**config.mk**
```make
export PLATFORM = sky130hd
export DESIGN_NAME = hwlock_bank
export DESIGN_NICKNAME = d
export VERILOG_FILES = /design/src/rtl/hwlock_pkg.sv /design/src/rtl/hwlock_arb_col.sv /design/src/rtl/hwlock_agent_reg.sv /design/src/rtl/hwlock_err_stat.sv /design/src/rtl/hwlock_bank.sv
export SDC_FILE = /design/constraint.sdc
export NUM_CORES = 2
export LEC_CHECK = 0
export CORE_AREA = 2 2 420 422
export CTS_BUF_LIST = sky130_fd_sc_hd__clkbuf_8 sky130_fd_sc_hd__clkbuf_16
export DETAILED_ROUTE_END_ITERATION = 10
export DIE_AREA = 0 0 422 424
export HOLD_SLACK_MARGIN = 0.1
export MAX_ROUTING_LAYER = met4
export PLACE_DENSITY = 0.5
export SETUP_SLACK_MARGIN = 0.3
export SYNTH_ARGS = -nofsm -noshare
export SYNTH_HDL_FRONTEND = slang
export SYNTH_SLANG_ARGS = --single-unit
```
**constraint.sdc**
```tcl
create_clock -name clk -period 3.05 [get_ports clk]
set_input_delay 0.61 -clock clk [delete_from_list [all_inputs] [get_ports clk]]
set_output_delay 0.61 -clock clk [all_outputs]
set_load 0.02 [all_outputs]
```
**src/rtl/hwlock_pkg.sv**
```systemverilog
package hwlock_pkg;
  // Alias select on an agent's write port (address offset of the alias)
  typedef enum logic {
    LOCK_OP_RELEASE = 1'b0,
    LOCK_OP_CLAIM   = 1'b1
  } lock_op_e;

  localparam int DEF_AGENTS = 16;
  localparam int DEF_RES    = 32;
endpackage

```
**src/rtl/hwlock_arb_col.sv**
```systemverilog
// Per-resource arbiter: grants a free resource to the lowest requester.
module hwlock_arb_col #(
  parameter int NUM_AGENTS = 16
) (
  input  logic [NUM_AGENTS-1:0] req,
  input  logic [NUM_AGENTS-1:0] holders,
  output logic [NUM_AGENTS-1:0] grant
);
  logic [NUM_AGENTS-1:0] lowest;

  // isolate lowest set bit of the request vector
  assign lowest = req & (~req + {{(NUM_AGENTS-1){1'b0}}, 1'b1});

  always_comb begin
    grant = '0;
    if (holders == '0) grant = lowest;
  end
endmodule

```
**src/rtl/hwlock_agent_reg.sv**
```systemverilog
// One agent's ownership register with its claim/release aliases and read port.
module hwlock_agent_reg
  import hwlock_pkg::*;
#(
  parameter int NUM_RES = 32
) (
  input  logic               clk,
  input  logic               rst,
  input  logic               wr_en,
  input  logic               wr_op,
  input  logic [NUM_RES-1:0] wr_data,
  input  logic [NUM_RES-1:0] grant,
  input  logic               rd_en,
  output logic [NUM_RES-1:0] own,
  output logic [NUM_RES-1:0] rd_data,
  output logic               misuse
);
  logic is_claim;

  assign is_claim = (wr_op == LOCK_OP_CLAIM);

  always_comb begin
    misuse = 1'b0;
    if (wr_en) begin
      if (is_claim) misuse = |(wr_data & own);
      else          misuse = |(wr_data & ~own);
    end
  end

  always_ff @(posedge clk) begin
    if (rst) begin
      own     <= '0;
      rd_data <= '0;
    end else begin
      if (wr_en) begin
        if (is_claim) own <= own | grant;
        else          own <= own & ~wr_data;
      end
      if (rd_en) rd_data <= own;
    end
  end
endmodule

```
**src/rtl/hwlock_err_stat.sv**
```systemverilog
// Sticky misuse status with write-1-to-clear and a registered gated interrupt.
module hwlock_err_stat (
  input  logic clk,
  input  logic rst,
  input  logic misuse_any,
  input  logic clr,
  input  logic en,
  output logic sts,
  output logic irq
);
  logic sts_d;

  // a new misuse wins over a clear in the same cycle
  assign sts_d = misuse_any | (sts & ~clr);

  always_ff @(posedge clk) begin
    if (rst) begin
      sts <= 1'b0;
      irq <= 1'b0;
    end else begin
      sts <= sts_d;
      irq <= sts_d & en;
    end
  end
endmodule

```
**src/rtl/hwlock_bank.sv**
```systemverilog
module hwlock_bank
  import hwlock_pkg::*;
#(
  parameter int NUM_AGENTS = DEF_AGENTS,
  parameter int NUM_RES    = DEF_RES
) (
  input  logic                          clk,
  input  logic                          rst,
  input  logic [NUM_AGENTS-1:0]         agt_wr_en,
  input  logic [NUM_AGENTS-1:0]         agt_wr_op,
  input  logic [NUM_AGENTS*NUM_RES-1:0] agt_wr_data,
  input  logic [NUM_AGENTS-1:0]         agt_rd_en,
  output logic [NUM_AGENTS*NUM_RES-1:0] agt_rd_data,
  input  logic                          irq_en,
  input  logic                          irq_clr,
  output logic                          irq_sts,
  output logic                          irq
);
  localparam int FLAT_W = NUM_AGENTS * NUM_RES;

  logic [NUM_RES-1:0]    claim_row [NUM_AGENTS];
  logic [NUM_RES-1:0]    own_row   [NUM_AGENTS];
  logic [NUM_RES-1:0]    grant_row [NUM_AGENTS];
  logic [NUM_RES-1:0]    rd_row    [NUM_AGENTS];
  logic [NUM_AGENTS-1:0] col_claim [NUM_RES];
  logic [NUM_AGENTS-1:0] col_hold  [NUM_RES];
  logic [NUM_AGENTS-1:0] col_grant [NUM_RES];
  logic [NUM_AGENTS-1:0] misuse;
  logic [FLAT_W-1:0]     own_flat;

  // claim requests per agent
  always_comb begin
    for (int a = 0; a < NUM_AGENTS; a++) begin
      if (agt_wr_en[a] && agt_wr_op[a] == LOCK_OP_CLAIM)
        claim_row[a] = agt_wr_data[a*NUM_RES +: NUM_RES];
      else
        claim_row[a] = '0;
    end
  end

  // agent-major to resource-major and back
  always_comb begin
    for (int r = 0; r < NUM_RES; r++) begin
      for (int a = 0; a < NUM_AGENTS; a++) begin
        col_claim[r][a] = claim_row[a][r];
        col_hold[r][a]  = own_row[a][r];
      end
    end
  end

  always_comb begin
    for (int a = 0; a < NUM_AGENTS; a++) begin
      for (int r = 0; r < NUM_RES; r++) begin
        grant_row[a][r] = col_grant[r][a];
      end
    end
  end

  always_comb begin
    for (int a = 0; a < NUM_AGENTS; a++) begin
      agt_rd_data[a*NUM_RES +: NUM_RES] = rd_row[a];
      own_flat[a*NUM_RES +: NUM_RES]    = own_row[a];
    end
  end

  generate
    for (genvar r = 0; r < NUM_RES; r++) begin : g_res
      hwlock_arb_col #(.NUM_AGENTS(NUM_AGENTS)) u_arb (
        .req     (col_claim[r]),
        .holders (col_hold[r]),
        .grant   (col_grant[r])
      );
    end
    for (genvar a = 0; a < NUM_AGENTS; a++) begin : g_agent
      hwlock_agent_reg #(.NUM_RES(NUM_RES)) u_reg (
        .clk     (clk),
        .rst     (rst),
        .wr_en   (agt_wr_en[a]),
        .wr_op   (agt_wr_op[a]),
        .wr_data (agt_wr_data[a*NUM_RES +: NUM_RES]),
        .grant   (grant_row[a]),
        .rd_en   (agt_rd_en[a]),
        .own     (own_row[a]),
        .rd_data (rd_row[a]),
        .misuse  (misuse[a])
      );
    end
  endgenerate

  hwlock_err_stat u_err (
    .clk        (clk),
    .rst        (rst),
    .misuse_any (|misuse),
    .clr        (irq_clr),
    .en         (irq_en),
    .sts        (irq_sts),
    .irq        (irq)
  );
endmodule

```
== After elaboration in Yosys (flattened, before gate mapping) ==
Cells that the tools add are included.

* Multiplexer cells: 96
* Reductions and logical operators: 81
* Bitwise operators: 164
* Add/subtract/negate cells: 32

{| class="wikitable"
|+ Operators by type and width
! cell !! number
|-
| AND 32 bit || 48
|-
| 2-to-1 mux 32 bit || 32
|-
| NOT 32 bit || 32
|-
| OR reduction 32 bit || 32
|-
| adder 16 x 1 -> 16 bit, second input constant || 32
|-
| AND 16 bit || 32
|-
| logical NOT 16 bit || 32
|-
| 2-to-1 mux 16 bit || 32
|-
| NOT 16 bit || 32
|-
| bitwise OR 32 bit || 16
|-
| 2-to-1 mux 1 bit || 32
|-
| logical AND 1 bit || 16
|-
| OR reduction 16 bit || 1
|-
| AND 1 bit || 2
|-
| NOT 1 bit || 1
|-
| bitwise OR 1 bit || 1
|}

* Flip-flop bits (word level): 1026
* Word-level logic and storage cells: 407
* Input bits: 564
* Output and inout bits: 514

== Longest topological paths before layout ==
* Depth after elaboration: 8
* Gate-level depth with buffers: 10
* Mapped depth without buffers: 7

== Cells and area by module ==
A second synthesis with hierarchy kept.

* Cells, all modules: 7802
* Area total of the unflattened synthesis: 62278.5 µm²

{| class="wikitable"
|+ Modules (own cells, without submodules)
! module !! times used !! cells an instance !! area each (µm²) !! sequential area each (µm²)
|-
| hwlock_agent_reg || 16 || 355 || 2950.3 || 1281.2
|-
| hwlock_arb_col at g_res[0].u_arb ... || 31 || 47 || 332.8 || 0.0
|-
| hwlock_bank || 1 || 613 || 4355.4 || 0.0
|-
| hwlock_arb_col at g_res[9].u_arb || 1 || 45 || 326.6 || 0.0
|-
| hwlock_err_stat || 1 || 7 || 73.8 || 40.0
|}

== Least setup slack after synthesis ==
OpenSTA, ideal clock, no wires.

* Kind: input to register
* From: input agt_wr_op[0]
* To: register u_err.irq
* Cell stages on the path: 9
* Required time: 2.917 ns
* Library setup time: 0.133 ns
* Path buffers: 3
* Arrival: 2.360 ns
* Path slack: 0.558 ns
* Cells stage by stage: buf_2 buf_2 buf_2 a2111oi_0 nand4_1 o41ai_1 o22ai_1 nor4_1 a21oi_1

* Cells in the longest elaborated chain, start to end: 5

{| class="wikitable"
|+ RTL lines
! what !! RTL line !! text
|-
| from (decl) || hwlock_bank.sv:10 || <nowiki>input logic [NUM_AGENTS-1:0] agt_wr_op,</nowiki>
|-
| 2-to-1 mux 1 bit || hwlock_agent_reg.sv:25 || <nowiki>if (is_claim) misuse = |(wr_data & own);</nowiki>
|-
| 2-to-1 mux 1 bit || hwlock_agent_reg.sv:24 || <nowiki>if (wr_en) begin</nowiki>
|-
| OR reduction 16 bit || hwlock_bank.sv:93 || <nowiki>.misuse_any (|misuse),</nowiki>
|-
| bitwise OR 1 bit || hwlock_err_stat.sv:14 || <nowiki>assign sts_d = misuse_any | (sts & ~clr);</nowiki>
|-
| AND 1 bit || hwlock_err_stat.sv:22 || <nowiki>irq <= sts_d & en;</nowiki>
|-
| to (signal assigned) || hwlock_err_stat.sv:22 ||
|-
| to (decl) || hwlock_err_stat.sv:9 || <nowiki>output logic irq</nowiki>
|}

Every way passes these cells.
A chain may end at the register's enable or synchronous reset.

== Worst setup path in the final report ==
* From: register g_agent[14].u_reg.own[22]
* To: register g_agent[13].u_reg.own[22]

* Cells in the longest elaborated chain, start to end: 4

{| class="wikitable"
|+ RTL lines
! what !! RTL line !! text
|-
| from (decl) || hwlock_agent_reg.sv:14 || <nowiki>output logic [NUM_RES-1:0] own,</nowiki>
|-
| from (signal assigned) || hwlock_agent_reg.sv:36 || <nowiki>if (is_claim) own <= own | grant;</nowiki>
|-
| from (signal assigned) || hwlock_agent_reg.sv:37 || <nowiki>else own <= own & ~wr_data;</nowiki>
|-
| logical NOT 16 bit || hwlock_arb_col.sv:16 || <nowiki>if (holders == '0) grant = lowest;</nowiki>
|-
| 2-to-1 mux 16 bit || hwlock_arb_col.sv:16 ||
|-
| bitwise OR 32 bit || hwlock_agent_reg.sv:36 ||
|-
| 2-to-1 mux 32 bit || hwlock_agent_reg.sv:36 ||
|-
| to (signal assigned) || hwlock_agent_reg.sv:36 ||
|-
| to (signal assigned) || hwlock_agent_reg.sv:37 ||
|-
| to (decl) || hwlock_agent_reg.sv:14 ||
|}

Every way passes these cells.

==> flow_metrics.tcl <==
set metrics [dict create \
    fmax_ghz 0.335 \
    num_io_pins 1078 \
    antenna_found_initial 60 \
    cp-start-kind "flop" \
    grt_use_total 0.481 \
    ys_types 63 \
    overflow 0 \
    drt-initial-drc-count 9501 \
    start_util 0.286 \
    peakVddDrop_uv 552 \
    fin_area_um2 84000 \
    synthCells 5779 \
    clockBufferDepth 3 \
    period_share 0.979 \
    multi_input_area_um2 29200 \
    setup_viol 0 \
    required_ns 3.79 \
    wl_per_cell_um 40.2 \
    path_common_cell "buf_12" \
    clkLatencyLatePin_ns 0.82 \
    clock_skew_ns 0.0393 \
    area_delta_synth_final_pct 68.2 \
    drt-pass1-iter-count 7 \
    reg2reg_depth 13 \
    yosysTopAreaCell "dfxtp_1" \
    dpl.hpwl_mm 366 \
    cp_max_fo 4 \
    synth_area_um2 50000 \
    critPathArrivalTime_ns 3.72 \
    powerDensity_nw_per_um2 599 \
    fillers 17200 \
    final_common_cell "buf_4" \
    cts_tree "yes" \
    rows 154 \
    async_flop_share 0 \
    synth_nets 6343 \
    hold_viol_final 0 \
    worst_setup_path_end_kind "flop" \
    outcome "finished clean" \
    drive_gt1_frac 0.287 \
    place_area_um2 76700 \
    port_buffers 1077 \
    startpoint "g_agent[14].u_reg.own[22]$_SDFFE_PP0P_" \
    yosys_warnings 0 \
    drc 0 \
    switchingPower_mw 18.8 \
    r2r-start "g_agent[14].u_reg.own[22]$_SDFFE_PP0P_" \
    grt_pass1_vias 60800 \
    endpoint "g_agent[13].u_reg.own[22]$_SDFFE_PP0P_" \
    synth_top_area_share 0.411 \
    vias 65200 \
    reg2reg_to "g_agent[13].u_reg.own[22]$_SDFFE_PP0P_" \
    cp_cell_sequence "buf_12 > nor4_4 > buf_4 > nand4_1 > buf_4 > and4b_2 > buf_12 > and4_4 > buf_12 > nand3_4 > buf_12 > buf_8 > o21ai_2" \
    pwr-share-seq 0.305 \
    final_cell_mix "1587 x buf_4, 1054 x clkdlybuf4s50_1, 928 x dfxtp_1" \
    clock_power_share 0.333 \
    p_sw_frac 0.373 \
    die_h_um 424 \
    grt_max_degree 120 \
    avgSynthCellArea_um2 8.65 \
    routabilityCongestion 1.10 \
    viasPerCell 5.99 \
    max_slew_margin 0.315 \
    cts-root-buf "clkbuf_16" \
    htree_levels 4 \
    p_leak_nw 34.3 \
    rsz0062_at_grt "yes" \
    ant_nets 0 \
    yosysSeqAreaShare 0.411 \
    grt_pass1_wl_mm 567 \
    ys_ff_latch 1026 \
    critPathMaxStageDelay_ns 0.52 \
    maxCapViolCount 0 \
    finalWirelength_mm 437 \
    final_nets 8953 \
    cp_slowest_cell "nor4_4" \
    p_int_mw 31.6 \
    synth_edf_count 0 \
    min_period_ns 2.98 \
    fin_util 0.480 \
    ctsHoldBuffers 0 \
    hold_path.class "primary input to flop" \
    p_total_mw 50.3 \
    dieArea_um2 179000 \
    final-max-slew-violation-count 0 \
    worst_pin_slew_ns 1.03 \
    worstSetupPathType "flop to flop" \
    regArea_um2 20700 \
    coreArea_um2 175000 \
    power_frac_comb 0.362 \
    synth_flop_cell "dfxtp_1" \
    fp.dieW_um 422 \
    clock_sinks 1026 \
    cts_buffers 134 \
    clkSlewWorstSetupHoldPaths_ns 0.06 \
    reg2reg_slack_ns 0.07 \
    yosys-top-cells-area "dfxtp_1 41%, mux2i_1 10%, nor2_1 4.6%" \
]
==> cell usage after synthesis, types with 92 or more instances <==
cell type,n
a211oi_1,284
a21oi_1,140
a221oi_1,119
a22oi_1,136
a31oi_1,192
a41oi_1,129
clkbuf_1,311
dfxtp_1,1026
inv_1,240
mux2i_1,512
nand2_1,483
nand2b_1,92
nand3_1,187
nand4_1,152
nor2_1,614
nor2b_1,221
nor4_1,155
==> cell families (layout without fill, tap and decap cells) <==
family | after synthesis | count (layout) | share of synthesized area
other | 0 | 49 | 0
AOI/OAI and AO/OA | 1463 | 1463 | 0.225
buffers and inverters | 606 | 3316 | 0.0460
DFF | 1026 | 1026 | 0.411
and+or+nand+nor | 2172 | 2172 | 0.215
muxes | 512 | 512 | 0.103
==> worst min-delay path by stage <==
stage | from | slack (ns) | cells past startpoint | to
after floorplan | g_agent[15].u_reg.own[14]$_SDFFE_PP0P_ | 0.46 | 2 | g_agent[15].u_reg.own[14]$_SDFFE_PP0P_
after global placement | g_agent[1].u_reg.rd_data[6]$_SDFFE_PP0P_ | 0.47 | 2 | g_agent[1].u_reg.rd_data[6]$_SDFFE_PP0P_
after detailed placement | g_agent[4].u_reg.rd_data[4]$_SDFFE_PP0P_ | 0.48 | 2 | g_agent[4].u_reg.rd_data[4]$_SDFFE_PP0P_
after CTS | rst | 0.20 | 2 | g_agent[0].u_reg.rd_data[19]$_SDFFE_PP0P_
after global routing | rst | 0.20 | 2 | g_agent[0].u_reg.rd_data[19]$_SDFFE_PP0P_
final | rst | 0.18 | 2 | g_agent[0].u_reg.rd_data[23]$_SDFFE_PP0P_
==> worst max-delay path: cells and delay by family (launching register included) <==
kind	cells	cell delay [ns]
AO/OA/AOI/OAI	1	0.10
buffers and inverters	7	1.14
flip-flops	1	0.37
AND/OR/NAND/NOR	5	1.26
==> repair_timing <==
action	in CTS	in global routing
endpoints found under the setup margin	298	185
pin swaps	98	100
gates cloned	0	0
buffers inserted	18	10
resized for setup	373	193
==> per-layer routing <==
layer | GRT usage | up-vias | routed length [um]
met2 | 0.705 | 4538 | 186000
met5 | - | - | 0
met4 | 0.365 | 0 | 41300
li1 | - | 27100 | -
met1 | 0.569 | 32300 | 167000
met3 | 0.115 | 1222 | 42500
==> per-stage QoR <==
| step | cells | hold WS [ns] | worst slack (ns) | TNS, ns |
|---|---|---|---|---|
| finish | 10900 | 0.184 | 0.0654 | 0 |
| CTS | 10800 | 0.201 | 0.137 | 0 |
| global placement | 10600 | 0.473 | -1.29 | -90.57 |
| floorplan | 5779 | 0.463 | 0.558 | 0 |
| global route | 10900 | 0.196 | 0.120 | 0 |
| detailed placement | 10600 | 0.480 | -1.29 | -86.15 |
==> state kept, by name, indices dropped and copies added, names as in the netlist <==
register and count:
g_agent.u_reg.rd_data 512, g_agent.u_reg.own 512, u_err.sts 1, u_err.irq 1
==> power groups by stage <==
stage	clock network, mW	logic, mW	registers (mW)
after floorplan	0	4.52	15.2
after global placement	0	16.2	15.5
after detailed placement	0	16.2	15.5
after CTS	16.8	17.1	15.3
after global routing	17.3	18.2	15.3
final	16.8	18.2	15.4
==> layout make-up <==
type                       instances  area share
antenna                           49     0.00146
inverter                         241      0.0109
clock buffer                     157      0.0445
tap                             2340      0.0348
multi-input combinational       4147       0.347
timing repair buffer            2839       0.305
clock inverter                    79     0.00919
sequential                      1026       0.246
(Power assumes the default switching activity.)
